[config.mk]
export PLATFORM = sky130hd
export DESIGN_NAME = jbl_ctrl_decode
export DESIGN_NICKNAME = d
export VERILOG_FILES = /design/src/rtl/jbl_ctrl_pkg.sv /design/src/rtl/jbl_op_classify.sv /design/src/rtl/jbl_pc_select.sv /design/src/rtl/jbl_dp_select.sv /design/src/rtl/jbl_ctrl_decode.sv
export SDC_FILE = /design/constraint.sdc
export NUM_CORES = 1
export LEC_CHECK = 0
export CAP_MARGIN = 20
export CORE_AREA = 2 2 39 41
export DETAILED_ROUTE_END_ITERATION = 12
export DIE_AREA = 0 0 41 43
export GPL_ROUTABILITY_DRIVEN = 1
export REMOVE_ABC_BUFFERS = 1
export SETUP_SLACK_MARGIN = 0.05
export SLEW_MARGIN = 15
export SYNTH_ARGS = -nofsm -noshare
export SYNTH_HDL_FRONTEND = slang
export SYNTH_SLANG_ARGS = --single-unit
[constraint.sdc]
create_clock -name vclk -period 1.1
set_input_delay 0.22 -clock vclk [all_inputs]
set_output_delay 0.22 -clock vclk [all_outputs]
set_load 0.1 [all_outputs]
[src/rtl/jbl_ctrl_pkg.sv]
package jbl_ctrl_pkg;

    typedef enum logic [2:0] {
        PCS_INC    = 3'd0,
        PCS_BRANCH = 3'd1,
        PCS_REG    = 3'd2
    } pc_src_e;

    typedef enum logic [1:0] {
        WDS_PCINC = 2'd0,
        WDS_ALU   = 2'd1,
        WDS_MEM   = 2'd2
    } wd_src_e;

    typedef enum logic [2:0] {
        CLS_NONE = 3'd0,
        CLS_JMP  = 3'd1,
        CLS_BEQ  = 3'd2,
        CLS_BNE  = 3'd3,
        CLS_LD   = 3'd4,
        CLS_LDR  = 3'd5
    } op_class_e;

    localparam int NUM_CLASSES = 5;

    typedef struct packed {
        logic    a_sel;
        logic    b_sel;
        wd_src_e wd_sel;
        logic    rf_we;
        logic    mem_we;
    } dp_ctrl_t;

endpackage

[src/rtl/jbl_op_classify.sv]
module jbl_op_classify
    import jbl_ctrl_pkg::*;
#(
    parameter int                OPC_W   = 6,
    parameter logic [OPC_W-1:0]  OPC_JMP = 6'h1B,
    parameter logic [OPC_W-1:0]  OPC_BEQ = 6'h1C,
    parameter logic [OPC_W-1:0]  OPC_BNE = 6'h1D,
    parameter logic [OPC_W-1:0]  OPC_LD  = 6'h18,
    parameter logic [OPC_W-1:0]  OPC_LDR = 6'h1F
) (
    input  logic [OPC_W-1:0] opcode_i,
    output op_class_e        class_o
);

    // Index k of this table maps to class value k+1.
    localparam logic [OPC_W-1:0] MATCH_TBL [NUM_CLASSES] =
        '{OPC_JMP, OPC_BEQ, OPC_BNE, OPC_LD, OPC_LDR};

    logic [NUM_CLASSES-1:0] hit;

    for (genvar g = 0; g < NUM_CLASSES; g++) begin : g_match
        assign hit[g] = (opcode_i == MATCH_TBL[g]);
    end

    always_comb begin
        class_o = CLS_NONE;
        for (int k = 0; k < NUM_CLASSES; k++) begin
            if (hit[k]) class_o = op_class_e'(3'(k + 1));
        end
    end

endmodule

[src/rtl/jbl_pc_select.sv]
module jbl_pc_select
    import jbl_ctrl_pkg::*;
(
    input  op_class_e class_i,
    input  logic      zero_i,
    output pc_src_e   pc_sel_o
);

    always_comb begin
        unique case (class_i)
            CLS_JMP: pc_sel_o = PCS_REG;
            CLS_BEQ: pc_sel_o = zero_i ? PCS_BRANCH : PCS_INC;
            CLS_BNE: pc_sel_o = zero_i ? PCS_INC : PCS_BRANCH;
            default: pc_sel_o = PCS_INC;
        endcase
    end

endmodule

[src/rtl/jbl_dp_select.sv]
module jbl_dp_select
    import jbl_ctrl_pkg::*;
#(
    parameter int              FN_W     = 4,
    parameter logic [FN_W-1:0] FN_IDLE  = 4'h0,
    parameter logic [FN_W-1:0] FN_ADD   = 4'h1,
    parameter logic [FN_W-1:0] FN_PASSA = 4'hA
) (
    input  op_class_e       class_i,
    output dp_ctrl_t        ctrl_o,
    output logic [FN_W-1:0] alu_fn_o
);

    always_comb begin
        ctrl_o   = '0;
        alu_fn_o = FN_IDLE;
        unique case (class_i)
            CLS_JMP, CLS_BEQ, CLS_BNE: begin
                ctrl_o.wd_sel = WDS_PCINC;
                ctrl_o.rf_we  = 1'b1;
            end
            CLS_LD: begin
                ctrl_o.b_sel  = 1'b1;
                ctrl_o.wd_sel = WDS_MEM;
                ctrl_o.rf_we  = 1'b1;
                alu_fn_o      = FN_ADD;
            end
            CLS_LDR: begin
                ctrl_o.a_sel  = 1'b1;
                ctrl_o.wd_sel = WDS_MEM;
                ctrl_o.rf_we  = 1'b1;
                alu_fn_o      = FN_PASSA;
            end
            default: begin
                ctrl_o   = '0;
                alu_fn_o = FN_IDLE;
            end
        endcase
        ctrl_o.mem_we = 1'b0;
    end

endmodule

[src/rtl/jbl_ctrl_decode.sv]
module jbl_ctrl_decode
    import jbl_ctrl_pkg::*;
#(
    parameter int                OPC_W    = 6,
    parameter logic [OPC_W-1:0]  OPC_JMP  = 6'h1B,
    parameter logic [OPC_W-1:0]  OPC_BEQ  = 6'h1C,
    parameter logic [OPC_W-1:0]  OPC_BNE  = 6'h1D,
    parameter logic [OPC_W-1:0]  OPC_LD   = 6'h18,
    parameter logic [OPC_W-1:0]  OPC_LDR  = 6'h1F,
    parameter int                FN_W     = 4,
    parameter logic [FN_W-1:0]   FN_IDLE  = 4'h0,
    parameter logic [FN_W-1:0]   FN_ADD   = 4'h1,
    parameter logic [FN_W-1:0]   FN_PASSA = 4'hA
) (
    input  logic [OPC_W-1:0] opcode_i,
    input  logic             zero_i,
    output logic [2:0]       pc_sel_o,
    output logic             a_sel_o,
    output logic             b_sel_o,
    output logic [1:0]       wd_sel_o,
    output logic [FN_W-1:0]  alu_fn_o,
    output logic             rf_we_o,
    output logic             mem_we_o
);

    op_class_e       op_class;
    pc_src_e         pc_src;
    dp_ctrl_t        dp_ctrl;
    logic [FN_W-1:0] dp_fn;

    jbl_op_classify #(
        .OPC_W  (OPC_W),
        .OPC_JMP(OPC_JMP),
        .OPC_BEQ(OPC_BEQ),
        .OPC_BNE(OPC_BNE),
        .OPC_LD (OPC_LD),
        .OPC_LDR(OPC_LDR)
    ) u_classify (
        .opcode_i(opcode_i),
        .class_o (op_class)
    );

    jbl_pc_select u_pc_select (
        .class_i (op_class),
        .zero_i  (zero_i),
        .pc_sel_o(pc_src)
    );

    jbl_dp_select #(
        .FN_W    (FN_W),
        .FN_IDLE (FN_IDLE),
        .FN_ADD  (FN_ADD),
        .FN_PASSA(FN_PASSA)
    ) u_dp_select (
        .class_i (op_class),
        .ctrl_o  (dp_ctrl),
        .alu_fn_o(dp_fn)
    );

    dp_ctrl_t ctrl_d;

    always_comb begin
        ctrl_d        = dp_ctrl;
        ctrl_d.mem_we = 1'b0;
    end

    assign pc_sel_o = pc_src;
    assign a_sel_o  = ctrl_d.a_sel;
    assign b_sel_o  = ctrl_d.b_sel;
    assign wd_sel_o = ctrl_d.wd_sel;
    assign alu_fn_o = dp_fn;
    assign rf_we_o  = ctrl_d.rf_we;
    assign mem_we_o = ctrl_d.mem_we;

endmodule

# == After elaboration in Yosys (flattened, before gate mapping) ==
# Index checks and enable logic that the tools add are counted.
# Widths: inputs -> output; s select.
# totals
output_inout_bits,13
wordCells,24
input_bits,7
regBits,0
# op_classes
n_eq_ne,10
muxes,12
reduce_logical,2
# ops
op,count
$eq 6x5->1 const B,5
$pmux 3 s3,1
$pmux 4 s2,1
$eq 3x2->1 const B,2
$eq 3x3->1 const B,2
$mux 3,2
$pmux 3 s2,1
$mux 1,5
$mux 2,2
$eq 3x1->1 const B,1
$reduce_or 3->1,1
$reduce_or 2->1,1

# == Longest topological paths before layout ==
# Gate-level depths: netlist (run 1).
# logic_depth
depth_word,9
ltp_mapped,3
depth_no_buf,2

# == Hierarchy ==
# From an unflattened synthesis (run 1), not the netlist that was laid out.
# unflattened
hier_cells,26
hier_area_um2,177.7
# modules_own_cells
module,seq_area_each_um2,n_inst,area_each_um2,cells_per_inst
jbl_dp_select,0.0,1,86.3,12
jbl_op_classify,0.0,1,40.0,7
jbl_pc_select,0.0,1,40.0,5
jbl_ctrl_decode,0.0,1,11.3,2

# == Worst setup path after synthesis (run 1) ==
# Ideal clock, no wire load.
# synth_path
path_kind,input -> output
startpoint,input opcode_i[5]
endpoint,output pc_sel_o[1]
n_path_buf,0
t_arrival_ps,2501
slack_ps,-1621
stages,2
required_ps,880
path_cell_list,nand3b_1 -> nor3_1
# synth_between
elab_chain_cells,8
elab_cells_between_ends,14
cone_classes,eq/ne (8); mux (6)
# synth_lines
element,line_no,text
from (decl),jbl_ctrl_decode.sv:15,"input logic [OPC_W-1:0] opcode_i,"
$eq 6x5->1,jbl_op_classify.sv:22,assign hit[g] = (opcode_i == MATCH_TBL[g]);
$mux 1,jbl_op_classify.sv:28,if (hit[k]) class_o = op_class_e'(3'(k + 1));
$mux 2 (2 in a row),jbl_op_classify.sv:28,
$mux 3,jbl_op_classify.sv:28,
$mux 3 *,jbl_op_classify.sv:28,
$eq 3x2->1 or $eq 3x1->1 (tied branches),jbl_pc_select.sv:10,unique case (class_i)
$pmux 3 s3 *,jbl_pc_select.sv:10,
to (decl),jbl_ctrl_decode.sv:17,"output logic [2:0] pc_sel_o,"
# Every way passes the cells marked *; elsewhere a longest branch is shown, timed or not.

# == Final worst setup path (run 1) ==
# layout_path
startpoint,input opcode_i[0]
endpoint,output wd_sel_o[1]
# layout_between
elab_chain_cells,9
elab_cells_between_ends,18
cone_classes,eq/ne (10); mux (6); reduce/logical (2)
# layout_lines
element,line_no,text
$eq 6x5->1,jbl_op_classify.sv:22,
$mux 1,jbl_op_classify.sv:28,
$mux 2 (2 in a row),jbl_op_classify.sv:28,
$mux 3,jbl_op_classify.sv:28,
$mux 3 *,jbl_op_classify.sv:28,
"$eq 3x1->1, or another cell as far along",jbl_dp_select.sv:17,unique case (class_i)
$reduce_or 3->1 or $reduce_or 2->1 (tied branches),-,
$pmux 3 s2 *,jbl_dp_select.sv:17,
to (decl),jbl_ctrl_decode.sv:20,"output logic [1:0] wd_sel_o,"
# Marks and branches as above.

==> flow_metrics.py, run 1 <==
metrics = {
    "yosys": {
        "syn_inst": 22,
        "synth_seq_area_share_pct": 0,
        "yosysWarnings": 0,
        "synth_top_area_cell": "sky130_fd_sc_hd__buf_4",
        "synth.top_cell.area_share_pct": 32.1,
        "synth_area_sq_um": 140,
        "synthDistinctLibCells": 14,
        "avgSynthCellArea_sq_um": 6.37,
        "synth_top_cells_by_area": "sky130_fd_sc_hd__buf_4 32%, sky130_fd_sc_hd__nor2_1 8.0%, sky130_fd_sc_hd__or3_4 8.0%, sky130_fd_sc_hd__nor3_1 7.1%, sky130_fd_sc_hd__a21oi_2 6.3%",
    },
    "layout": {
        "finalNetCount": 52,
        "synthToLayoutAreaGrowth_pct": 244,
        "final_cell_area_sq_um": 482,
        "antenna-diode-count": 0,
        "final-seq-area_sq_um": 0,
        "clock_buffers": 0,
        "n_sequential_cell": 0,
        "final_layout_size_suffix_gt1_share_pct": 74.4,
    },
    "global_routing": {
        "grt_pass1_wl_um": 917,
        "grt_usage_pct": 6.79,
        "grt_overflow": 0,
        "groute.layer.met3.usage_pct": 1.57,
        "grt_start_max_net_pins": 6,
        "met2_usage_pct": 9.06,
        "grt_antenna_before_repair": 0,
        "grt.met1_usage_pct": 11.4,
        "grt_busiest_layer": "met1",
        "first_global_vias": 217,
    },
    "timing": {
        "final_period_minus_worst_setup_slack_ns": 1.31,
        "final_min_period_over_clock_period_pct": 119,
        "max_slew_violation_count": 0,
        "achievable-frequency_mhz": 762,
        "rsz_0062_raised_after_global_routing": "true",
        "setup_viol": 9,
        "finalHoldViolations": 0,
        "post-route-worst-setup-slack_ns": -0.212,
    },
    "run": {
        "max-cap-violations": 0,
    },
    "die": {
        "die_h_um": 43,
        "boundaryPins": 20,
        "horizontal_die_dimension_um": 41,
        "placementRows": 14,
        "floorplan.initialDensity_pct": 10.1,
        "core_area_sq_mm": 0.00138,
        "floorplan.die_area_sq_mm": 0.00176,
    },
    "status": {
        "outcome": "complete, but fails checks",
        "violations": "setup timing",
    },
    "worst_setup_path": {
        "cp_slowest_stage_delay_ns": 0.43,
        "crit_chain": "buf_6 > or3_4 > a21oi_4 > buf_12",
        "worst_setup_path_end_kind": "output pin",
        "cp_num_buf_inv": 2,
        "worst_ep_required_time_ns": 0.88,
        "start_kind": "input pin",
        "crit_path_start": "opcode_i[0]",
        "crit_slowest_cell": "sky130_fd_sc_hd__or3_4",
        "critPathMaxFanout": 3,
        "critPathTopFamily": "simple AND/OR/NAND/NOR gates",
        "critical_path_class": "input pin to output pin",
        "worst-endpoint-arrival_ns": 1.09,
    },
    "worst_hold_path": {
        "timing.hold.worst.class": "input pin to output pin",
        "hold_path.startpoint": "opcode_i[0]",
    },
    "power": {
        "static-leakage-power_nw": 0.188,
        "fin_total_pwr_mw": 0.188,
        "worst_ir_drop_vdd_mv": 0.168,
        "powerDensity_mw_per_mm2": 390,
    },
    "placement": {
        "gpl.final_weighted_congestion": 0.562,
        "place.port_buffers": 16,
        "pre_cts_slack_ns": -0.611,
        "detailedPlacementHpwl_um": 370,
        "area_of_placed_instances_sq_um": 422,
    },
    "clocking": {
        "postCtsHoldBufs": 0,
    },
    "drt": {
        "detail-route-antenna-nets": 0,
        "totalWireLength_um": 488,
        "post-route-drc-count": 0,
        "detail_route.vias_per_cell": 3.59,
        "drc_marker_count_from_the_first_detailed_route_iteration": 0,
        "firstDrtPassIters": 1,
        "drt-wirelength-per-cell_um": 8.27,
        "detailroute.via_count": 212,
    },
}
report_power, final:
part           internal [mW]  switching, mW
clock                      0              0
sequential                 0              0
combinational         0.0602          0.128
total                 0.0602          0.128
layout by cell type, fill, tap and decap left out, drive strengths merged:
| master | synthesis | routed |
|---|---|---|
| nand3 | 1 | 1 |
| or2 | 1 | 1 |
| conb | 1 | 4 |
| clkdlybuf4s15 | 0 | 1 |
| xnor2 | 1 | 1 |
| buf | 6 | 23 |
| nand3b | 1 | 1 |
| o21ai | 1 | 1 |
| nand4b | 1 | 1 |
| nor2 | 3 | 3 |
| or3 | 1 | 1 |
| a21oi | 2 | 2 |
| nand2 | 1 | 1 |
| nor3 | 2 | 2 |
layout make-up:
class,count,area [sq um]
fill,141,902
tap,16,20.0
timing repair buffer,24,309
multi-input combinational,19,153
routing by layer:
layer | part of all wire, % | wire (um) | up-vias
met5 | 0 | 0 | -
met3 | 13 | 63 | 0
met4 | 0 | 0 | 0
met2 | 42 | 204 | 16
met1 | 45 | 220 | 87
li1 | - | - | 109
metrics by stage:
step	setup TNS, ns	utilization [%]	instances	hold WS, ns
2_1_floorplan	-16.46	-	19	0.782
3_3_place_gp	-4.92	30.5	57	1.25
3_5_place_dp	-5.01	30.5	57	1.27
4_1_cts	-1.23	34.2	59	0.866
5_1_grt	-1.38	34.8	59	0.884
6_report	-1.09	34.8	59	0.869
Yosys cell counts:
master	number
sky130_fd_sc_hd__o21ai_0	1
sky130_fd_sc_hd__nand3_1	1
sky130_fd_sc_hd__nor3_1	2
sky130_fd_sc_hd__nand2_1	1
sky130_fd_sc_hd__or3_4	1
sky130_fd_sc_hd__nand4b_1	1
sky130_fd_sc_hd__conb_1	1
sky130_fd_sc_hd__buf_4	6
sky130_fd_sc_hd__a21oi_1	1
sky130_fd_sc_hd__nand3b_1	1
sky130_fd_sc_hd__a21oi_2	1
sky130_fd_sc_hd__nor2_1	3
sky130_fd_sc_hd__or2_1	1
sky130_fd_sc_hd__xnor2_1	1
timing repair:
| item | 4_1_cts | 5_1_grt |
|---|---|---|
| gates cloned | 0 | 0 |
| resized for setup | 39 | 3 |
| setup endpoints to repair | 9 | 9 |
| buffers inserted | 2 | 0 |
| pin swaps | 9 | 3 |
worst paths after layout:
path | slack (ns) | to | depth (start not counted)
setup / recovery | -0.21 | wd_sel_o[1] | 4
hold / removal | 0.87 | alu_fn_o[0] | 4
cells by family after synthesis:
kind of cell              Yosys count  share of synthesized area, %
AOI/OAI and AO/OA                   3                          13.4
xor gates and xnor gates            1                          6.25
buffers and inverters               6                          32.1
other                               1                          2.68
and+or+nand+nor                    11                          45.5
worst min-delay path: stages:
cell	delay, ns
sky130_fd_sc_hd__buf_6	0.07
sky130_fd_sc_hd__or3_4	0.16
sky130_fd_sc_hd__nor2_4	0.04
sky130_fd_sc_hd__buf_12	0.15
Note: power is estimated with default switching activity, not from simulation.
==> inputs of run 2 (changes only) <==
CAP_MARGIN = 10   (was 20)
==> results of run 2 <==
Same layout as run 1: the final DEF is identical, and so are final timing and power.
